**config.mk**
```make
export PLATFORM = sky130hd
export DESIGN_NAME = mem_test_port
export DESIGN_NICKNAME = d
export VERILOG_FILES = /design/src/rtl/tap_pkg.sv /design/src/rtl/tap_fsm.sv /design/src/rtl/tap_ir.sv /design/src/rtl/tap_bsr.sv /design/src/rtl/mem_test_port.sv
export SDC_FILE = /design/constraint.sdc
export NUM_CORES = 1
export LEC_CHECK = 0
export ABC_AREA = 0
export ABC_CLOCK_PERIOD_IN_PS = 3200
export BUFFER_PORTS_ARGS = -buffer_cell sky130_fd_sc_hd__buf_2
export CAP_MARGIN = 20
export CORE_ASPECT_RATIO = 1.4
export CORE_UTILIZATION = 57
export CTS_BUF_LIST = sky130_fd_sc_hd__clkbuf_4 sky130_fd_sc_hd__clkbuf_8
export DETAILED_ROUTE_END_ITERATION = 16
export GPL_TIMING_DRIVEN = 0
export PLACE_DENSITY = 0.93
export SLEW_MARGIN = 20
export SYNTH_ARGS = -nofsm -noshare
export SYNTH_HDL_FRONTEND = slang
export SYNTH_HIERARCHICAL = 1
export SYNTH_SLANG_ARGS = --single-unit
export TNS_END_PERCENT = 30
```
**constraint.sdc**
```tcl
create_clock -name tck -period 3.2 [get_ports tck]
set_clock_uncertainty 0.2 [all_clocks]
set_input_delay 0.16 -clock tck [delete_from_list [all_inputs] [get_ports tck]]
set_output_delay 0.16 -clock tck [all_outputs]
set_load 0.02 [all_outputs]
```
**src/rtl/tap_pkg.sv**
```systemverilog
package tap_pkg;

  localparam int IR_W = 3;

  typedef enum logic [3:0] {
    TS_RESET, TS_IDLE,
    TS_SEL_DR, TS_CAP_DR, TS_SH_DR, TS_EX1_DR, TS_PAU_DR, TS_EX2_DR, TS_UPD_DR,
    TS_SEL_IR, TS_CAP_IR, TS_SH_IR, TS_EX1_IR, TS_PAU_IR, TS_EX2_IR, TS_UPD_IR
  } tap_state_t;

  typedef enum logic [1:0] {DP_BYP, DP_ID, DP_BSR} dr_path_t;

  localparam logic [IR_W-1:0] OP_EXTEST  = 3'b000;
  localparam logic [IR_W-1:0] OP_IDCODE  = 3'b001;
  localparam logic [IR_W-1:0] OP_SAMPLEZ = 3'b010;
  localparam logic [IR_W-1:0] OP_PRELOAD = 3'b100;
  localparam logic [IR_W-1:0] OP_BYPASS  = 3'b111;

  localparam logic [IR_W-1:0] IR_CAPTURE = {{(IR_W-2){1'b0}}, 2'b01};

  function automatic tap_state_t tap_next(input tap_state_t s, input logic m);
    case (s)
      TS_RESET:  return m ? TS_RESET  : TS_IDLE;
      TS_IDLE:   return m ? TS_SEL_DR : TS_IDLE;
      TS_SEL_DR: return m ? TS_SEL_IR : TS_CAP_DR;
      TS_CAP_DR: return m ? TS_EX1_DR : TS_SH_DR;
      TS_SH_DR:  return m ? TS_EX1_DR : TS_SH_DR;
      TS_EX1_DR: return m ? TS_UPD_DR : TS_PAU_DR;
      TS_PAU_DR: return m ? TS_EX2_DR : TS_PAU_DR;
      TS_EX2_DR: return m ? TS_UPD_DR : TS_SH_DR;
      TS_UPD_DR: return m ? TS_SEL_DR : TS_IDLE;
      TS_SEL_IR: return m ? TS_RESET  : TS_CAP_IR;
      TS_CAP_IR: return m ? TS_EX1_IR : TS_SH_IR;
      TS_SH_IR:  return m ? TS_EX1_IR : TS_SH_IR;
      TS_EX1_IR: return m ? TS_UPD_IR : TS_PAU_IR;
      TS_PAU_IR: return m ? TS_EX2_IR : TS_PAU_IR;
      TS_EX2_IR: return m ? TS_UPD_IR : TS_SH_IR;
      TS_UPD_IR: return m ? TS_SEL_DR : TS_IDLE;
      default:   return TS_RESET;
    endcase
  endfunction

  function automatic dr_path_t dr_path(input logic [IR_W-1:0] op);
    case (op)
      OP_IDCODE:                        return DP_ID;
      OP_EXTEST, OP_SAMPLEZ, OP_PRELOAD: return DP_BSR;
      default:                          return DP_BYP;
    endcase
  endfunction

endpackage

```
**src/rtl/tap_fsm.sv**
```systemverilog
module tap_fsm
  import tap_pkg::*;
(
  input  logic       tck,
  input  logic       por_n,
  input  logic       tms,
  output tap_state_t st
);
  always_ff @(posedge tck or negedge por_n) begin
    if (!por_n) st <= TS_RESET;
    else        st <= tap_next(st, tms);
  end
endmodule

```
**src/rtl/tap_ir.sv**
```systemverilog
module tap_ir
  import tap_pkg::*;
(
  input  logic            tck,
  input  logic            por_n,
  input  logic            tdi,
  input  logic            do_cap,
  input  logic            do_shift,
  input  logic            do_upd,
  input  logic            in_reset,
  output logic [IR_W-1:0] ir_cur,
  output logic [IR_W-1:0] ir_shift
);
  always_ff @(posedge tck or negedge por_n) begin
    if (!por_n) begin
      ir_shift <= IR_CAPTURE;
      ir_cur   <= OP_IDCODE;
    end else begin
      if (do_cap)        ir_shift <= IR_CAPTURE;
      else if (do_shift) ir_shift <= {tdi, ir_shift[IR_W-1:1]};
      if (in_reset)      ir_cur <= OP_IDCODE;
      else if (do_upd)   ir_cur <= ir_shift;
    end
  end
endmodule

```
**src/rtl/tap_bsr.sv**
```systemverilog
module tap_bsr #(
  parameter int LEN     = 107,
  parameter int OE_CELL = 47
) (
  input  logic           tck,
  input  logic           por_n,
  input  logic           tdi,
  input  logic           sel,
  input  logic           do_cap,
  input  logic           do_shift,
  input  logic           do_upd,
  input  logic           in_reset,
  input  logic [LEN-1:0] pins,
  output logic           ser_out,
  output logic [LEN-1:0] upd_q
);
  logic [LEN-1:0] sh_q;
  logic [LEN-1:0] ser_in;

  assign ser_in  = {tdi, sh_q[LEN-1:1]};
  assign ser_out = sh_q[0];

  for (genvar i = 0; i < LEN; i++) begin : g_cell
    localparam logic PRESET = (i == OE_CELL);

    always_ff @(posedge tck or negedge por_n) begin
      if (!por_n)                sh_q[i] <= 1'b0;
      else if (sel && do_cap)    sh_q[i] <= pins[i];
      else if (sel && do_shift)  sh_q[i] <= ser_in[i];
    end

    always_ff @(posedge tck or negedge por_n) begin
      if (!por_n)                upd_q[i] <= PRESET;
      else if (PRESET && in_reset) upd_q[i] <= 1'b1;
      else if (sel && do_upd)    upd_q[i] <= sh_q[i];
    end
  end
endmodule

```
**src/rtl/mem_test_port.sv**
```systemverilog
module mem_test_port
  import tap_pkg::*;
#(
  parameter int              ID_W    = 32,
  parameter logic [ID_W-1:0] ID_CODE = 32'h1A2B_C0DF,
  parameter int              BSR_LEN = 107,
  parameter int              OE_CELL = 47
) (
  input  logic               tck,
  input  logic               por_n,
  input  logic               tms,
  input  logic               tdi,
  input  logic [BSR_LEN-1:0] pin_sample,
  output logic               tdo,
  output logic               tdo_en,
  output logic [BSR_LEN-1:0] bsr_drive,
  output logic               ext_mode,
  output logic               bus_ovr,
  output logic               bus_oe
);
  tap_state_t      st;
  logic [IR_W-1:0] ir_cur;
  logic [IR_W-1:0] ir_shift;
  logic [ID_W-1:0] id_q;
  logic            byp_q;
  logic            bsr_lsb;
  dr_path_t        path;

  // decoded events, named for the checker
  logic st_rst, st_cap_dr, st_sh_dr, st_upd_dr, st_cap_ir, st_sh_ir, st_upd_ir;
  logic sel_bsr, sel_id, sel_byp, upd47, dr_lsb;

  assign st_rst    = (st == TS_RESET);
  assign st_cap_dr = (st == TS_CAP_DR);
  assign st_sh_dr  = (st == TS_SH_DR);
  assign st_upd_dr = (st == TS_UPD_DR);
  assign st_cap_ir = (st == TS_CAP_IR);
  assign st_sh_ir  = (st == TS_SH_IR);
  assign st_upd_ir = (st == TS_UPD_IR);

  assign path    = dr_path(ir_cur);
  assign sel_bsr = (path == DP_BSR);
  assign sel_id  = (path == DP_ID);
  assign sel_byp = (path == DP_BYP);

  tap_fsm u_fsm (.tck(tck), .por_n(por_n), .tms(tms), .st(st));

  tap_ir u_ir (
    .tck(tck), .por_n(por_n), .tdi(tdi),
    .do_cap(st_cap_ir), .do_shift(st_sh_ir), .do_upd(st_upd_ir), .in_reset(st_rst),
    .ir_cur(ir_cur), .ir_shift(ir_shift)
  );

  tap_bsr #(.LEN(BSR_LEN), .OE_CELL(OE_CELL)) u_bsr (
    .tck(tck), .por_n(por_n), .tdi(tdi), .sel(sel_bsr),
    .do_cap(st_cap_dr), .do_shift(st_sh_dr), .do_upd(st_upd_dr), .in_reset(st_rst),
    .pins(pin_sample), .ser_out(bsr_lsb), .upd_q(bsr_drive)
  );

  // identification and bypass stages
  always_ff @(posedge tck or negedge por_n) begin
    if (!por_n) begin
      id_q  <= '0;
      byp_q <= 1'b0;
    end else begin
      if (sel_id && st_cap_dr)      id_q <= ID_CODE;
      else if (sel_id && st_sh_dr)  id_q <= {tdi, id_q[ID_W-1:1]};
      if (sel_byp && st_cap_dr)     byp_q <= 1'b0;
      else if (sel_byp && st_sh_dr) byp_q <= tdi;
    end
  end

  assign dr_lsb = sel_bsr ? bsr_lsb : (sel_id ? id_q[0] : byp_q);

  // serial output launched on the falling edge
  always_ff @(negedge tck or negedge por_n) begin
    if (!por_n) begin
      tdo    <= 1'b0;
      tdo_en <= 1'b0;
    end else begin
      tdo_en <= st_sh_ir | st_sh_dr;
      tdo    <= st_sh_ir ? ir_shift[0] : (st_sh_dr ? dr_lsb : 1'b0);
    end
  end

  assign upd47    = bsr_drive[OE_CELL];
  assign ext_mode = (ir_cur == OP_EXTEST);
  assign bus_ovr  = ext_mode | (ir_cur == OP_SAMPLEZ);
  assign bus_oe   = ext_mode & upd47;

endmodule

```
==> results of run 1 <==
-- power by group --
group | internal, W | total [W] | switching [W]
combinational | 0.00285 | 0.00702 | 0.00417
clock | 0.00164 | 0.00302 | 0.00138
sequential | 0.00483 | 0.00646 | 0.00163
total | 0.00932 | 0.0165 | 0.00718
-- state kept, by name (all words and copies together), names as in the netlist --
register,count
u_bsr/upd_q,107
u_ir/ir_shift,3
u_bsr/ser_in,106
tdo_en,1
u_fsm/st,4
id_q,32
u_ir/ir_cur,3
u_bsr/ser_out,1
byp_q,1
tdo,1
-- per-layer routing --
metal  track usage [%]  vias up  wire length, um
met2              66.5     1074            19600
met4              33.7        0             4140
met5                 0        -                0
met1              47.9     5411            13600
li1                  -     4593                -
met3              13.0      350             4990
-- cell families after synthesis --
family,after synthesis,share of synthesized area [%]
and+or+nand+nor,393,17.4
DFF,259,56.7
AOI/OAI and AO/OA,141,8.23
muxes,134,13.0
buffers and inverters,109,4.66
-- cells in the mapped netlist (3+ instances only) --
cell type / count
mux2_1: 10
mux2i_1: 16
a21oi_1: 7
dfstp_2: 3
buf_4: 13
inv_1: 16
o21ba_2: 9
nor2_1: 12
buf_1: 4
o21ai_0: 4
nand2_1: 23
a211o_1: 5
nor4_1: 10
o22ai_1: 107
nor3_1: 326
dfrtp_1: 254
clkbuf_1: 28
mux2_2: 108
buf_2: 46
-- worst max-delay path, stage by stage, from the launching register on --
cell,delay (ns)
dfrtp_2,0.41
or4b_1,0.53
buf_6,0.14
inv_2,0.06
o211ai_1,0.08
o2bb2ai_1,0.14
-- per-stage QoR --
| stage | hold slack [ns] | TNS, ns | cells | total power, W | util (%) |
|---|---|---|---|---|---|
| 3_3_place_gp | 0.233 | -702.44 | 1506 | 0.0122 | 66.3 |
| 3_5_place_dp | -0.0118 | -0.331 | 1508 | 0.0126 | 66.6 |
| 5_1_grt | 0.0593 | -0.00789 | 1694 | 0.0171 | 77.0 |
| 2_1_floorplan | -0.336 | -0.0955 | 1036 | 0.0103 | - |
| 6_report | 0.0102 | 0 | 1694 | 0.0165 | 77.0 |
| 4_1_cts | 0.0259 | 0 | 1695 | 0.0158 | 76.9 |
-- cells in the final DEF (no fill, tap or decap), drive strengths merged, types with 10 or more instances in the layout --
cell type    netlist  layout
mux2             118     118
dlygate4sd3        0     110
nor2              12      12
nand2             26      26
buf               64     294
clkbuf            29      87
dfrtp            254     254
nor4              10      10
mux2i             16      16
o22ai            107     107
nor3             326     326
inv               16      16
-- repair_timing --
| action | in CTS | in global routing |
|---|---|---|
| hold buffers | 110 | 0 |
| cloned | 0 | 0 |
| gates resized for setup | 3 | 4 |
| buffers inserted | 7 | 0 |
| endpoints found under the hold margin | 290 | 0 |
| endpoints found under the setup margin | 2 | 32 |
-- layout make-up --
class | instances | area (um^2) | area share (%)
Clock buffer | 60 | 776 | 5.18
Buffer | 90 | 468 | 3.13
Tap cell | 248 | 310 | 2.07
Timing Repair Buffer | 341 | 2330 | 15.6
Clock inverter | 12 | 91.3 | 0.610
Inverter | 16 | 63.8 | 0.426
Sequential cell | 259 | 6490 | 43.4
Multi-Input combinational cell | 668 | 4440 | 29.7
-- worst max path at each step --
stage,depth (start not counted),from,endpoint,slack [ns]
global placement,1,por_n,tdo$_DFF_NN0_,-4.09
finish,5,u_fsm/st[3]$_DFF_PN0_,tdo$_DFF_NN0_,0.05
floorplan,4,u_ir/ir_cur[0]$_DFFE_PN1P_,tdo$_DFF_NN0_,-0.1
detailed placement,6,u_fsm/st[1]$_DFF_PN0_,tdo$_DFF_NN0_,-0.27
CTS,5,u_fsm/st[3]$_DFF_PN0_,tdo$_DFF_NN0_,0.04
global route,5,u_fsm/st[3]$_DFF_PN0_,tdo$_DFF_NN0_,-0.008
==> results.cfg, run 1 <==
[synthesis]
avgSynthCellArea_um2 = 11.0
syn_inst = 1036
ys.flop_type = dfrtp_1
ys_seq_area_share_pct = 56.7
synth_area_leaders = dfrtp_1 (56%), nor3_1 (14%), mux2_2 (11%), o22ai_1 (5.9%), buf_2 (2.0%)
synth_top_area_share_pct = 55.6
ys_ff_latch = 259
yosysWarnings = 6
async_reset_ff_share_pct = 100
yosys.area.top_type = dfrtp_1
synth_nets = 1147
synth_area_mm2 = 0.0114
yosysUniqueCellTypes = 46
synth-edff-count = 0

[routing]
drt_first_iter_violations = 1530
routedWlPerCell_um = 25.0
via_per_inst = 6.75
ant_nets = 0
firstDrtPassIters = 8
wirelength_um = 42300
vias = 11400
route.detailed.drc = 0

[setup_path]
timing.rr.start = u_fsm/st[3]$_DFF_PN0_
reg2reg_setup_slack_ns = 0.05
start_kind = flip-flop
arrival_ns = 1.88
crit_path_end_kind = flip-flop
r2r-end = tdo$_DFF_NN0_
crit_fanout = 3
r2r_cells = 5
critPathKind = flip-flop to flip-flop
critPathRequiredTime_ns = 1.93

[grt]
grt_pass1_wl_um = 65500
grt-ovfl-total = 0
grt_max_degree = 101
grt.total_usage_pct = 42.5
grt_antenna_before_repair = 0
grt_pass1_vias = 11800

[clocking]
cts_tree = built
cts_root_buf = clkbuf_8
insertion_delay_ns = 0.53
h-tree-depth = 2
cts_buffer_depth = 3
cts_buffers = 40
path_clk_slew_ns = 0.06
cts_sinks = 259

[die]
rows = 60
die_w_um = 122
core_mm2 = 0.0194
die_area_mm2 = 0.0206
die_y_um = 170
boundaryPins = 223
start_util_pct = 58.8

[place]
port_buffers = 222
dpl_cell_area_mm2 = 0.0129
dp_slack_ns = -0.272
gp_congestion = 0.923
dp_hpwl_um = 24300

[power_and_ir_drop]
leakage_nw = 7.42
power_density_mw_per_mm2 = 1100
peakVddDrop_v = 0.000695

[timing]
drv_slew = 0
fin_ws_ns = 0.0477
setup_viol = 0
worst_slew_pin_slew_ns = 0.793
hold_viol = 0
rsz0062_at_grt = true
maxSlewHeadroom_pct = 46.6

[layout]
syn_to_final_growth_pct = 30.8
n_fill_cell = 1130
final_nets = 1527
final_area_mm2 = 0.0150
antenna_cells = 0
drive_gt1_share_pct = 34.6

[outcome]
status = finished, final reports clean

[run]
cap_violations = 0

[worst_hold_path]
min_path_type = primary input to asynchronous set/reset pin
Note: power is estimated with default switching activity, not from simulation.
==> run 2, diff against run 1 <==
- SYNTH_HIERARCHICAL: 1 -> unset
==> run 2 against run 1 <==
Sequential share of layout area grew 1.3 points. Final cell count shrank 7.2%. Via count shrank 20%. Global-route usage shrank 7.2 points. Final area shrank 2.9%. Power shrank 13%. Critical path depth shrank 2.
==> results.cfg, run 2 <==
[synthesis]
synth_most_common_cell = dfrtp_1
synth_area_mm2 = 0.0111
ys_ff_latch = 259
synth_area_leaders = dfrtp_1 (57%), mux2i_1 (9.6%), mux2_2 (8.0%), nand2_1 (5.5%), mux2_4 (3.9%)
yosysWarnings = 0
synth-edff-count = 0
synth_nets = 1037
ys.flop_type = dfrtp_1
synthAdderAreaFrac_pct = 0
synth_compound_area_share_pct = 8.42
syn_inst = 926
synth-xor-area-share_pct = 0.0790
yosysUniqueCellTypes = 43
yosys.area.top_type = dfrtp_1
synth_top_area_share_pct = 57.3
avgSynthCellArea_um2 = 12.0
yosys-mux-area-fraction_pct = 21.5
ys_seq_area_share_pct = 58.5
synth-simple-area-share_pct = 7.62
async_reset_ff_share_pct = 100
synth_top_family_by_area = multiplexers
synth_common_cells = dfrtp_1 (254), nand2_1 (161), mux2i_1 (106), mux2_2 (79), o21ai_0 (76)

[clocking]
cts_buffers = 38
h-tree-depth = 2
path_clk_slew_ns = 0.07
cts_sinks = 259
cts_root_buf = clkbuf_8
cts_tree = built
insertion_delay_ns = 0.52
cts_buffer_depth = 3

[setup_path]
critPathKind = flip-flop to flip-flop
start_kind = flip-flop
critPathRequiredTime_ns = 1.86
arrival_ns = 1.84
crit_path_end_kind = flip-flop
crit_fanout = 7

[grt]
grt-ovfl-total = 0
grt_pass1_wl_um = 53200
grt_antenna_before_repair = 1
grt.total_usage_pct = 35.2
grt_pass1_vias = 9757
grt_max_degree = 106

[layout]
drive_gt1_share_pct = 35.1
n_fill_cell = 1099
final_common_cell = dfrtp_1
largest_register_ffs = 107
layout_common_cells = dfrtp_1 (252), buf_2 (245), nand2_1 (161), dlygate4sd3_1 (111), mux2i_1 (106)
final_util_pct = 75.9
largest_register = u_bsr.upd_q
final_nets = 1411
syn_to_final_growth_pct = 31.1

[power_and_ir_drop]
peakVddDrop_v = 0.000624
leakage_nw = 6.99
power_density_mw_per_mm2 = 993

[routing]
wirelength_um = 34800
drt_first_iter_violations = 761
vias = 9146
via_per_inst = 5.82
routedWlPerCell_um = 22.1
ant_nets = 0
route.detailed.drc = 0
firstDrtPassIters = 7

[die]
rows = 60
core_mm2 = 0.0191
boundaryPins = 223
die_y_um = 167
die_w_um = 120
start_util_pct = 57.9
die_area_mm2 = 0.0200

[worst_hold_path]
min_path_type = primary input to flip-flop

[outcome]
status = finished, final reports clean

[place]
dp_hpwl_um = 21500
port_buffers = 222
dp_slack_ns = -0.0626
gp_congestion = 0.876

[run]
cap_violations = 0

[timing]
rsz0062_at_grt = true
worst_slew_pin_slew_ns = 0.693
fin_ws_ns = 0.0146
hold_viol = 0
setup_viol = 0
maxSlewHeadroom_pct = 53.8
drv_slew = 0
[run 2: changes by cell type after synthesis, moves of 12 or more]
cell / delta
nand2_1: +138
o21ai_0: +72
buf_2: -22
nor2_1: +14
inv_1: -12
mux2_2: -29
nor3_1: -320
mux2_4: +29
o21ai_1: +70
mux2i_1: +90
o22ai_1: -103
buf_6: +12
[run 2: power by group]
group	leakage, nW	total (W)	internal [W]	switching, W
logic	3.51	0.00554	0.00232	0.00323
registers	3.07	0.00616	0.00484	0.00132
clock network	0.407	0.00273	0.00149	0.00124
total	6.99	0.0144	0.00865	0.00579
[run 2: stage by stage]
stage               cell area (um^2)  hold slack [ns]  instances  power (W)  TNS [ns]
floorplan                      11100           -0.336        926    0.00930         0
global placement               12500            0.231       1396     0.0109   -702.28
detailed placement             12600          -0.0727       1398     0.0113   -0.0626
CTS                            14500            0.261       1570     0.0141         0
global route                   14500            0.289       1572     0.0151   -0.0100
finish                         14500            0.272       1572     0.0144         0
[run 2: kinds of logic after synthesis]
kind of cell,count (synthesis)
xor gates and xnor gates,1
AOI/OAI and AO/OA,174
muxes,214
and+or+nand+nor,207
DFF,259
buffers and inverters,71
[run 2: layout make-up]
type | instances | area (um^2) | area share [%]
sequential | 259 | 6490 | 44.6
multi-input combinational | 596 | 4210 | 29.0
timing repair buffer | 337 | 2330 | 16.0
clock buffer | 62 | 759 | 5.23
buffer | 63 | 400 | 2.75
tap | 248 | 310 | 2.13
inverter | 5 | 20.0 | 0.138
clock inverter | 1 | 7.51 | 0.0517
antenna | 1 | 2.50 | 0.0172
[run 2: repair_timing]
item / in CTS / in global routing
hold endpoints to repair: 367 / 0
gates resized for setup: 3 / 9
setup buffers: 0 / 0
hold buffers: 112 / 0
cloned: 0 / 1
pin swaps: 1 / 0
setup endpoints to repair: 1 / 4
[run 2: worst max-delay path: stages (launching register included)]
cell,delay (ns)
dfstp_2,0.63
a21oi_4,0.08
nor2b_1,0.17
o41ai_2,0.44
[run 2: path summary, 6_finish.rpt]
path	from	endpoint	slack (ns)	cells past startpoint
setup / recovery	u_ir.ir_cur[0]$_DFFE_PN1P_	tdo$_DFF_NN0_	0.01	3
hold / removal	pin_sample[90]	u_bsr.ser_in[89]$_DFFE_PN0P_	0.27	4
setup reg to reg	u_ir.ir_cur[0]$_DFFE_PN1P_	tdo$_DFF_NN0_	0.01	3
hold reg to reg	id_q[25]$_DFFE_PN0P_	id_q[25]$_DFFE_PN0P_	0.29	2
max in group asynchronous	por_n	tdo$_DFF_NN0_	0.27	4
min in group asynchronous	por_n	id_q[21]$_DFFE_PN0P_	0.47	3
[run 2: metal layers]
| metal | share of wire [%] | up-vias | track usage [%] |
|---|---|---|---|
| li1 | - | 3955 | - |
| met5 | 0 | - | 0 |
| met3 | 6.4 | 137 | 6.44 |
| met4 | 6.4 | 0 | 22.7 |
| met1 | 36 | 4588 | 41.0 |
| met2 | 51 | 466 | 59.5 |
